[src/rtl/irq_agg_pkg.sv]
package irq_agg_pkg;
  localparam int unsigned DATA_W = 32;
  localparam int unsigned ADDR_W = 12;

  localparam logic [ADDR_W-1:0] OFS_STATUS = 12'h500;
  localparam logic [ADDR_W-1:0] OFS_MASK   = 12'h504;
  localparam logic [ADDR_W-1:0] OFS_ENABLE = 12'h508;

  // bits 0-7 descriptor flags, 9 out-of-descriptors, 25 external line, 26 abort
  localparam logic [DATA_W-1:0] SRC_IMPL = 32'h0600_02FF;

  typedef enum logic [1:0] {
    SEL_NONE   = 2'd0,
    SEL_STATUS = 2'd1,
    SEL_MASK   = 2'd2,
    SEL_ENABLE = 2'd3
  } reg_sel_e;
endpackage

[src/rtl/irq_agg_decode.sv]
module irq_agg_decode
  import irq_agg_pkg::*;
#(
  parameter int unsigned     AW      = ADDR_W,
  parameter logic [AW-1:0]   A_STS   = OFS_STATUS,
  parameter logic [AW-1:0]   A_MSK   = OFS_MASK,
  parameter logic [AW-1:0]   A_EN    = OFS_ENABLE
) (
  input  logic [AW-1:0] addr_i,
  output reg_sel_e      sel_o
);
  always_comb begin
    if (addr_i == A_STS)      sel_o = SEL_STATUS;
    else if (addr_i == A_MSK) sel_o = SEL_MASK;
    else if (addr_i == A_EN)  sel_o = SEL_ENABLE;
    else                      sel_o = SEL_NONE;
  end
endmodule

[src/rtl/irq_agg_status.sv]
module irq_agg_status #(
  parameter int unsigned       DW   = 32,
  parameter logic [DW-1:0]     IMPL = '1
) (
  input  logic          clk,
  input  logic          rst_n,
  input  logic [DW-1:0] evt_i,
  input  logic          clr_i,
  input  logic [DW-1:0] clr_bits_i,
  output logic [DW-1:0] sts_o
);
  logic [DW-1:0] sts_q;
  logic [DW-1:0] sts_d;
  logic          sts_ce;

  for (genvar b = 0; b < DW; b++) begin : g_bit
    if (IMPL[b]) begin : g_live
      // a new event outranks a clear of the same bit
      assign sts_d[b] = evt_i[b] | (sts_q[b] & ~(clr_i & clr_bits_i[b]));
    end else begin : g_tied
      assign sts_d[b] = 1'b0;
    end
  end

  assign sts_ce = clr_i | (|(evt_i & IMPL));

  always_ff @(posedge clk or negedge rst_n) begin
    if (!rst_n)      sts_q <= '0;
    else if (sts_ce) sts_q <= sts_d;
  end

  assign sts_o = sts_q;
endmodule

[src/rtl/irq_agg_ctrl.sv]
module irq_agg_ctrl #(
  parameter int unsigned   DW   = 32,
  parameter logic [DW-1:0] IMPL = '1
) (
  input  logic          clk,
  input  logic          rst_n,
  input  logic          msk_wr_i,
  input  logic          en_wr_i,
  input  logic [DW-1:0] wdata_i,
  output logic [DW-1:0] msk_o,
  output logic          en_o
);
  logic [DW-1:0] msk_q, msk_d;
  logic          en_q, en_d;

  always_comb begin
    msk_d = wdata_i & IMPL;
    en_d  = wdata_i[0];
  end

  always_ff @(posedge clk or negedge rst_n) begin
    if (!rst_n)        msk_q <= '0;
    else if (msk_wr_i) msk_q <= msk_d;
  end

  always_ff @(posedge clk or negedge rst_n) begin
    if (!rst_n)       en_q <= 1'b0;
    else if (en_wr_i) en_q <= en_d;
  end

  assign msk_o = msk_q;
  assign en_o  = en_q;
endmodule

[src/rtl/irq_agg_prio.sv]
module irq_agg_prio #(
  parameter int unsigned DW = 32,
  localparam int unsigned IW = $clog2(DW)
) (
  input  logic [DW-1:0] pend_i,
  output logic [IW-1:0] idx_o,
  output logic          vld_o
);
  always_comb begin
    idx_o = '0;
    vld_o = |pend_i;
    for (int i = DW - 1; i >= 0; i--) begin
      if (pend_i[i]) idx_o = IW'(i);
    end
  end
endmodule

[src/rtl/irq_agg.sv]
module irq_agg
  import irq_agg_pkg::*;
#(
  parameter int unsigned   DW    = DATA_W,
  parameter int unsigned   AW    = ADDR_W,
  parameter logic [DW-1:0] IMPL  = SRC_IMPL,
  parameter logic [AW-1:0] A_STS = OFS_STATUS,
  parameter logic [AW-1:0] A_MSK = OFS_MASK,
  parameter logic [AW-1:0] A_EN  = OFS_ENABLE,
  localparam int unsigned  IW    = $clog2(DW)
) (
  input  logic          clk,
  input  logic          rst_n,
  input  logic          reg_wr_i,
  input  logic [AW-1:0] reg_addr_i,
  input  logic [DW-1:0] reg_wdata_i,
  output logic [DW-1:0] reg_rdata_o,
  input  logic [DW-1:0] evt_i,
  output logic          irq_o,
  output logic [IW-1:0] pend_idx_o,
  output logic          pend_vld_o
);
  logic [1:0]    rst_pipe_q;
  logic          rst_sync_n;
  reg_sel_e      sel;
  logic [DW-1:0] sts_q;
  logic [DW-1:0] msk_q;
  logic          en_q;
  logic [DW-1:0] pend;

  always_ff @(posedge clk or negedge rst_n) begin
    if (!rst_n) rst_pipe_q <= '0;
    else        rst_pipe_q <= {rst_pipe_q[0], 1'b1};
  end
  assign rst_sync_n = rst_pipe_q[1];

  irq_agg_decode #(.AW(AW), .A_STS(A_STS), .A_MSK(A_MSK), .A_EN(A_EN)) u_dec (
    .addr_i (reg_addr_i),
    .sel_o  (sel)
  );

  irq_agg_status #(.DW(DW), .IMPL(IMPL)) u_sts (
    .clk        (clk),
    .rst_n      (rst_sync_n),
    .evt_i      (evt_i),
    .clr_i      (reg_wr_i && sel == SEL_STATUS),
    .clr_bits_i (reg_wdata_i),
    .sts_o      (sts_q)
  );

  irq_agg_ctrl #(.DW(DW), .IMPL(IMPL)) u_ctl (
    .clk      (clk),
    .rst_n    (rst_sync_n),
    .msk_wr_i (reg_wr_i && sel == SEL_MASK),
    .en_wr_i  (reg_wr_i && sel == SEL_ENABLE),
    .wdata_i  (reg_wdata_i),
    .msk_o    (msk_q),
    .en_o     (en_q)
  );

  assign pend = sts_q & msk_q;

  irq_agg_prio #(.DW(DW)) u_prio (
    .pend_i (pend),
    .idx_o  (pend_idx_o),
    .vld_o  (pend_vld_o)
  );

  assign irq_o = en_q & pend_vld_o;

  always_comb begin
    unique case (sel)
      SEL_STATUS: reg_rdata_o = sts_q;
      SEL_MASK:   reg_rdata_o = msk_q;
      SEL_ENABLE: reg_rdata_o = {{(DW-1){1'b0}}, en_q};
      default:    reg_rdata_o = '0;
    endcase
  end
endmodule

[config.mk]
export PLATFORM = sky130hd
export DESIGN_NAME = irq_agg
export DESIGN_NICKNAME = d
export VERILOG_FILES = /design/src/rtl/irq_agg_pkg.sv /design/src/rtl/irq_agg_decode.sv /design/src/rtl/irq_agg_status.sv /design/src/rtl/irq_agg_ctrl.sv /design/src/rtl/irq_agg_prio.sv /design/src/rtl/irq_agg.sv
export SDC_FILE = /design/constraint.sdc
export NUM_CORES = 1
export LEC_CHECK = 0
export BUFFER_PORTS_ARGS = -buffer_cell sky130_fd_sc_hd__buf_2
export CELL_PAD_IN_SITES_DETAIL_PLACEMENT = 2
export CELL_PAD_IN_SITES_GLOBAL_PLACEMENT = 2
export CORE_MARGIN = 3
export CORE_UTILIZATION = 26
export DETAILED_ROUTE_END_ITERATION = 7
export PLACE_DENSITY = 0.92
export SLEW_MARGIN = 20
export SYNTH_ARGS = -nofsm -noshare
export SYNTH_HDL_FRONTEND = slang
export SYNTH_HIERARCHICAL = 1
export SYNTH_SLANG_ARGS = --single-unit
[constraint.sdc]
create_clock -name clk -period 2.3 [get_ports clk]
set_input_delay 0.115 -clock clk [delete_from_list [all_inputs] [get_ports clk]]
set_output_delay 0.115 -clock clk [all_outputs]
set_load 0.05 [all_outputs]
# Yosys cells after proc, flatten, opt, wreduce, memory -nomap -nowiden

Index checks and enable logic that the tools add are counted.

Register bits after elaboration: 25
Output and inout bits: 39
Input bits: 79

Muxes and demuxes: 36
Reduce and logical (&&, ||, !) cells: 5
Bitwise logic cells: 47
Equality and inequality tests: 6

Operators with widths:

| cell                                                                     | number |
|---|---|
| 5-bit 2-to-1 mux                                                         | 32 |
| 27-bit one-hot mux with 3 select lines                                   | 1 |
| 12-bit by 11-bit equality test with 1-bit output (second input constant) | 3 |
| 32-bit OR reduction                                                      | 1 |
| 27-bit AND                                                               | 1 |
| 1-bit AND                                                                | 23 |
| 1-bit OR                                                                 | 12 |
| 1-bit inverter                                                           | 11 |
| 11-bit OR reduction                                                      | 1 |
| 2-bit 2-to-1 mux                                                         | 3 |
| 2-bit equality test (second input constant)                              | 2 |
| 1-bit logical AND                                                        | 3 |
| 2-bit by 1-bit equality test with 1-bit output (second input constant)   | 1 |

# Logic depth before layout (Yosys ltp)

Word-level depth: 32
Depth in mapped cells: 8

# By module

The synthesis kept the hierarchy.

By module, submodules not included:

| module         | seq. area each (µm²) | cells each | area each (µm²) | instances |
|---|---|---|---|---|
| irq_agg        | 50.0                 | 83         | 688.2           | 1 |
| irq_agg_ctrl   | 300.3                | 47         | 645.6           | 1 |
| irq_agg_status | 275.3                | 56         | 571.8           | 1 |
| irq_agg_prio   | 0.0                  | 65         | 385.4           | 1 |
| irq_agg_decode | 0.0                  | 6          | 60.1            | 1 |

# Worst setup path before layout

OpenSTA, ideal clock, no wires.

Path type: register -> output
From: reg u_sts.sts_q[7] (netlist: u_sts/sts_o[7])
To: out pend_idx_o[4]
Data arrival time: 2300 ps
Path buffers: 0
Setup slack: -115 ps
Cell stages (with the launch flop): 5
Data required time: 2185 ps
Path through: dfrtp_1 and2_1 nor4_1 nand2_1 nor3b_1

Cells in the longest elaborated chain, start to end: 9

Ends and longest elaborated chain:

| element                       | line                 | text |
|---|---|---|
| start, declared               | irq_agg_status.sv:12 | `logic [DW-1:0] sts_q;` |
| start signal, assigned        | irq_agg_status.sv:29 | `else if (sts_ce) sts_q <= sts_d;` |
| 27-bit AND                    | irq_agg.sv:61        | `assign pend = sts_q & msk_q;` |
| via pend[7]                   | irq_agg.sv:29        | `logic [DW-1:0] pend;` |
| 5-bit 2-to-1 mux (8 in a row) | irq_agg_prio.sv:13   | `if (pend_i[i]) idx_o = IW'(i);` |
| end, declared                 | irq_agg.sv:20        | `output logic [IW-1:0] pend_idx_o,` |

The timed path passes the listed nets, and every way through them passes these cells.

# Worst setup path in the final report

From: reg u_sts.sts_q[9] (netlist: u_sts/sts_o[9])
To: out pend_idx_o[0]

Cells in the longest elaborated chain, start to end: 11

Ends and longest elaborated chain:

| element                        | line |
|---|---|
| 27-bit AND                     | irq_agg.sv:61 |
| via pend[9]                    | irq_agg.sv:29 |
| 5-bit 2-to-1 mux (10 in a row) | irq_agg_prio.sv:13 |

The timed path passes the listed nets, and every way through them passes these cells.

==> summary by stage <==
Critical path
Traced cell by cell, the critical path runs through and2_1, nor3_1, o21ai_0, a2111oi_0, a221oi_2, buf_2. The critical path depth in cells is 6. In this run the critical register-to-register path is launched from rst_pipe_q[1]. The dominant delay contributor by cell family on the critical path is compound AO/OA/AOI/OAI gates. The standard cell with the maximum stage delay on the critical path is sky130_fd_sc_hd__a2111oi_0. The type of origin of the critical path is a flop. Of all nets on the critical path, the largest fanout is 5. The endpoint of the lowest-slack register-to-register path is u_sts/sts_o[9]. Together, buffers and inverters on the worst path number 1.

The origin of the worst setup path is u_sts/sts_o[9]. The worst register-to-register path has a depth of 0. In this run the register-to-register setup slack is 1320 ps.

The delay contributed by the slowest stage of the critical path is 550 ps. Data on the critical path is required at its endpoint by 2180 ps. The capturing element type of the critical path is a primary output. Following the worst setup path forward leads to its endpoint at pend_idx_o[0].

At the worst endpoint, the arrival time is 2090 ps. The critical path is of the flop to primary output type.

Placed design
After legalization and detailed placement, the total HPWL measured 5920 um. The count of port buffers added during placement is 54. The final weighted congestion of routability-driven global placement is 0.802. The placed instance count is 419.

STA
The final number of max-transition violations is 0. Hold timing on the final database bottoms out at a slack of 13.6 ps. Between clock sinks in the finished design, the worst skew comes to 5.34 ps. Subtracting the final worst setup slack from the clock period gives 2210 ps. Static timing analysis puts the maximum clock frequency at 453 MHz. The slew at the pin closest to its max-slew limit is 951 ps. Setup violations remaining at the end of the flow were counted as 0. The max-slew headroom at the worst pin is 36.6%.

In the finished design, the share of the clock period the worst path needs comes to 96.0%. The count of endpoints failing hold in the final timing report was 0.

Floorplan
The number of placement rows is 34. The die span in y is 101 um. The die is 101 um wide. The floorplan step defined a die boundary enclosing 10,200 um^2. The floorplan step defined a core boundary enclosing 8760 um^2. The starting density of the core is 26.8%. 118 I/O pins were placed.

Clock network
The root buffer cell is sky130_fd_sc_hd__clkbuf_8. The clock passes through at most 2 buffers. The number of CTS-inserted buffers is 3. TritonCTS built the clock tree. The clock latency reported for the late side of the worst-skew pair is 270 ps.

The number of clock sinks is 25. The depth of the CTS H-tree is 1. Clock-pin slew was measured on the worst setup and hold paths at 90 ps.

Outcome
The run finished with clean final reports.

Cells and area
The number of nets in the final layout is 398. The area taken by multi-input logic gates is 1490 um^2. The non-filler instance count after layout is 426. The share of post-route cells with drive strength above 1 is 40.6%. The library cell used most frequently in the layout, excluding fill and tap cells, is sky130_fd_sc_hd__buf_2. After filler insertion, the fill cell instance count of the layout stands at 1,029. The count of antenna diodes in the layout is 0. Registers take 626 um^2. In the layout the commonest cells are sky130_fd_sc_hd__buf_2, sky130_fd_sc_hd__conb_1, sky130_fd_sc_hd__and2_1. The area growth from synthesis to layout is 16.1%.

Logic synthesis
Counting flops with an async set or reset pin after synthesis yields a share of 100%. The flip-flop and latch count after synthesis is 25. Of the synthesized area, sequential elements account for 26.6%. In the synthesized netlist the dominant register cell turns out to be sky130_fd_sc_hd__dfrtp_1.

The cell area after synthesis is 2350 um^2. The synthesized area per cell is 9.15 um^2. The number of synthesized flops with an enable pin is 0.

The count of synthesis-stage warnings from yosys is 6. The distinct cell type count of the synthesized netlist is 38. Synthesis handed over a netlist of 257 instances.

Drt
For this block, the via count after detailed routing is 2,010. The remaining antenna violation count after routing is 0. The first detailed-routing pass ran for 4 iterations.

For this block, the routed nets add up to 7060 um of wire. The average via count per standard cell is 4.72. For this run, design rule violations remaining after detail routing come to 0.

The starting DRC count in detailed routing is 27. The detail-routed net length per standard cell is 16.6 um.

Worst hold path
The worst min-delay path category is input pin to flop.

GRT
The number of global-route vias before repair was 2,318. The residual overflow from global routing is 0. For this run, the total global-route usage over all layers was measured as 13.6%.

The initial antenna violation count came to 0. The first global-routing pass estimated 11,300 um of wire. Entering global routing, the biggest net connects 24 pins.

Power
Dividing total power by cell area gives a power density of 344 nW/um^2. Across the VDD grid, the largest voltage drop is 0.170 mV. The overall power of the completed layout is 0.940 mW. The leakage component of the power is 1.25 nW.

Run
The number of maximum-capacitance constraint violations is 0.
-- how the worst min path moves through the flow --
stage	startpoint	to	slack, ps	cells past startpoint
after floorplan	rst_n	rst_pipe_q[0]	-180	0
after CTS	evt_i[1]	u_sts/sts_o[1]	8	2
after global placement	rst_n	rst_pipe_q[1]	-100	1
after detailed placement	rst_n	rst_pipe_q[0]	-100	1
after global routing	evt_i[1]	u_sts/sts_o[1]	2	2
final	evt_i[1]	u_sts/sts_o[1]	10	2
-- power by group --
group          internal [mW]  switching [mW]  leakage, nW  total, mW
clock network          0.123           0.145       0.0217      0.268
logic                 0.0864           0.134        0.940      0.220
registers              0.442         0.00951        0.287      0.452
-- area by class of cell --
type / count / share of cell area [%]
Timing Repair Buffer: 69 / 15.1
Inverter: 6 / 0.825
Sequential cell: 25 / 22.9
Clock buffer: 3 / 1.51
Tap cell: 108 / 4.95
Multi-Input combinational cell: 214 / 54.4
Clock inverter: 1 / 0.275
-- state kept, by name, indices dropped and copies added (netlist names) --
name	count
u_sts/sts_o	11
rst_pipe_q	2
u_ctl/msk_o	11
u_ctl/en_o	1
-- cell usage after synthesis (2+ instances only) --
cell,instances,area (um^2)
sky130_fd_sc_hd__a22o_2,24,240
sky130_fd_sc_hd__conb_1,3,11.3
sky130_fd_sc_hd__mux2_4,10,150
sky130_fd_sc_hd__a22o_1,8,70.1
sky130_fd_sc_hd__nand2_1,15,56.3
sky130_fd_sc_hd__nor3b_1,2,15.0
sky130_fd_sc_hd__nor4_2,2,25.0
sky130_fd_sc_hd__dfrtp_1,25,626
sky130_fd_sc_hd__o21ai_0,2,10.0
sky130_fd_sc_hd__buf_6,6,67.6
sky130_fd_sc_hd__a2111oi_0,2,17.5
sky130_fd_sc_hd__a21o_1,12,90.1
sky130_fd_sc_hd__a21oi_1,7,35.0
sky130_fd_sc_hd__nor2b_1,3,18.8
sky130_fd_sc_hd__nor3_1,5,25.0
sky130_fd_sc_hd__or4_1,2,15.0
sky130_fd_sc_hd__buf_4,45,338
sky130_fd_sc_hd__nor4_1,7,43.8
sky130_fd_sc_hd__or4_4,2,22.5
sky130_fd_sc_hd__nor3_2,2,20.0
sky130_fd_sc_hd__o31ai_1,4,30.0
sky130_fd_sc_hd__inv_1,6,22.5
sky130_fd_sc_hd__nor2_1,11,41.3
sky130_fd_sc_hd__or4b_1,2,20.0
sky130_fd_sc_hd__mux2_2,3,33.8
sky130_fd_sc_hd__and2_1,35,219
-- per-layer routing --
metal  up-vias  wire, um  global-route usage [%]
met5         -         0                       0
met4         0        14                    1.53
met3         2       387                    2.77
met2        50      3720                    25.6
met1       999      2940                    16.4
li1        959         -                       -
-- logic make-up (layout without fill, tap and decap cells) --
kind of cell,after synthesis,count (layout),synth area share [%]
AO/OA/AOI/OAI,65,65,23.0
XOR/XNOR,1,1,0.373
buffers and inverters,58,79,18.4
flip-flops,25,25,26.6
multiplexers,13,13,7.82
other,3,43,0.479
AND/OR/NAND/NOR,92,92,23.3
-- metrics by stage --
step / TNS, ps / instance area (um^2) / setup slack, ps / util (%)
after CTS: 0 / 2680 / 3.24 / 30.6
after floorplan: -115 / 2510 / -115 / -
after global placement: 0 / 2610 / 169 / 29.8
final: 0 / 2730 / 90.9 / 31.2
after detailed placement: 0 / 2610 / 92.1 / 29.8
after global routing: -24.4 / 2730 / -24.4 / 31.2
-- what timing repair did --
action | CTS | global route
endpoints found under the setup margin | 1 | 6
hold buffers | 1 | 0
gates resized for setup | 1 | 14
endpoints found under the hold margin | 2 | 0
setup buffers | 0 | 2
pin swaps | 0 | 3
cloned | 0 | 0
No activity file was read; power rests on OpenSTA's default activity.
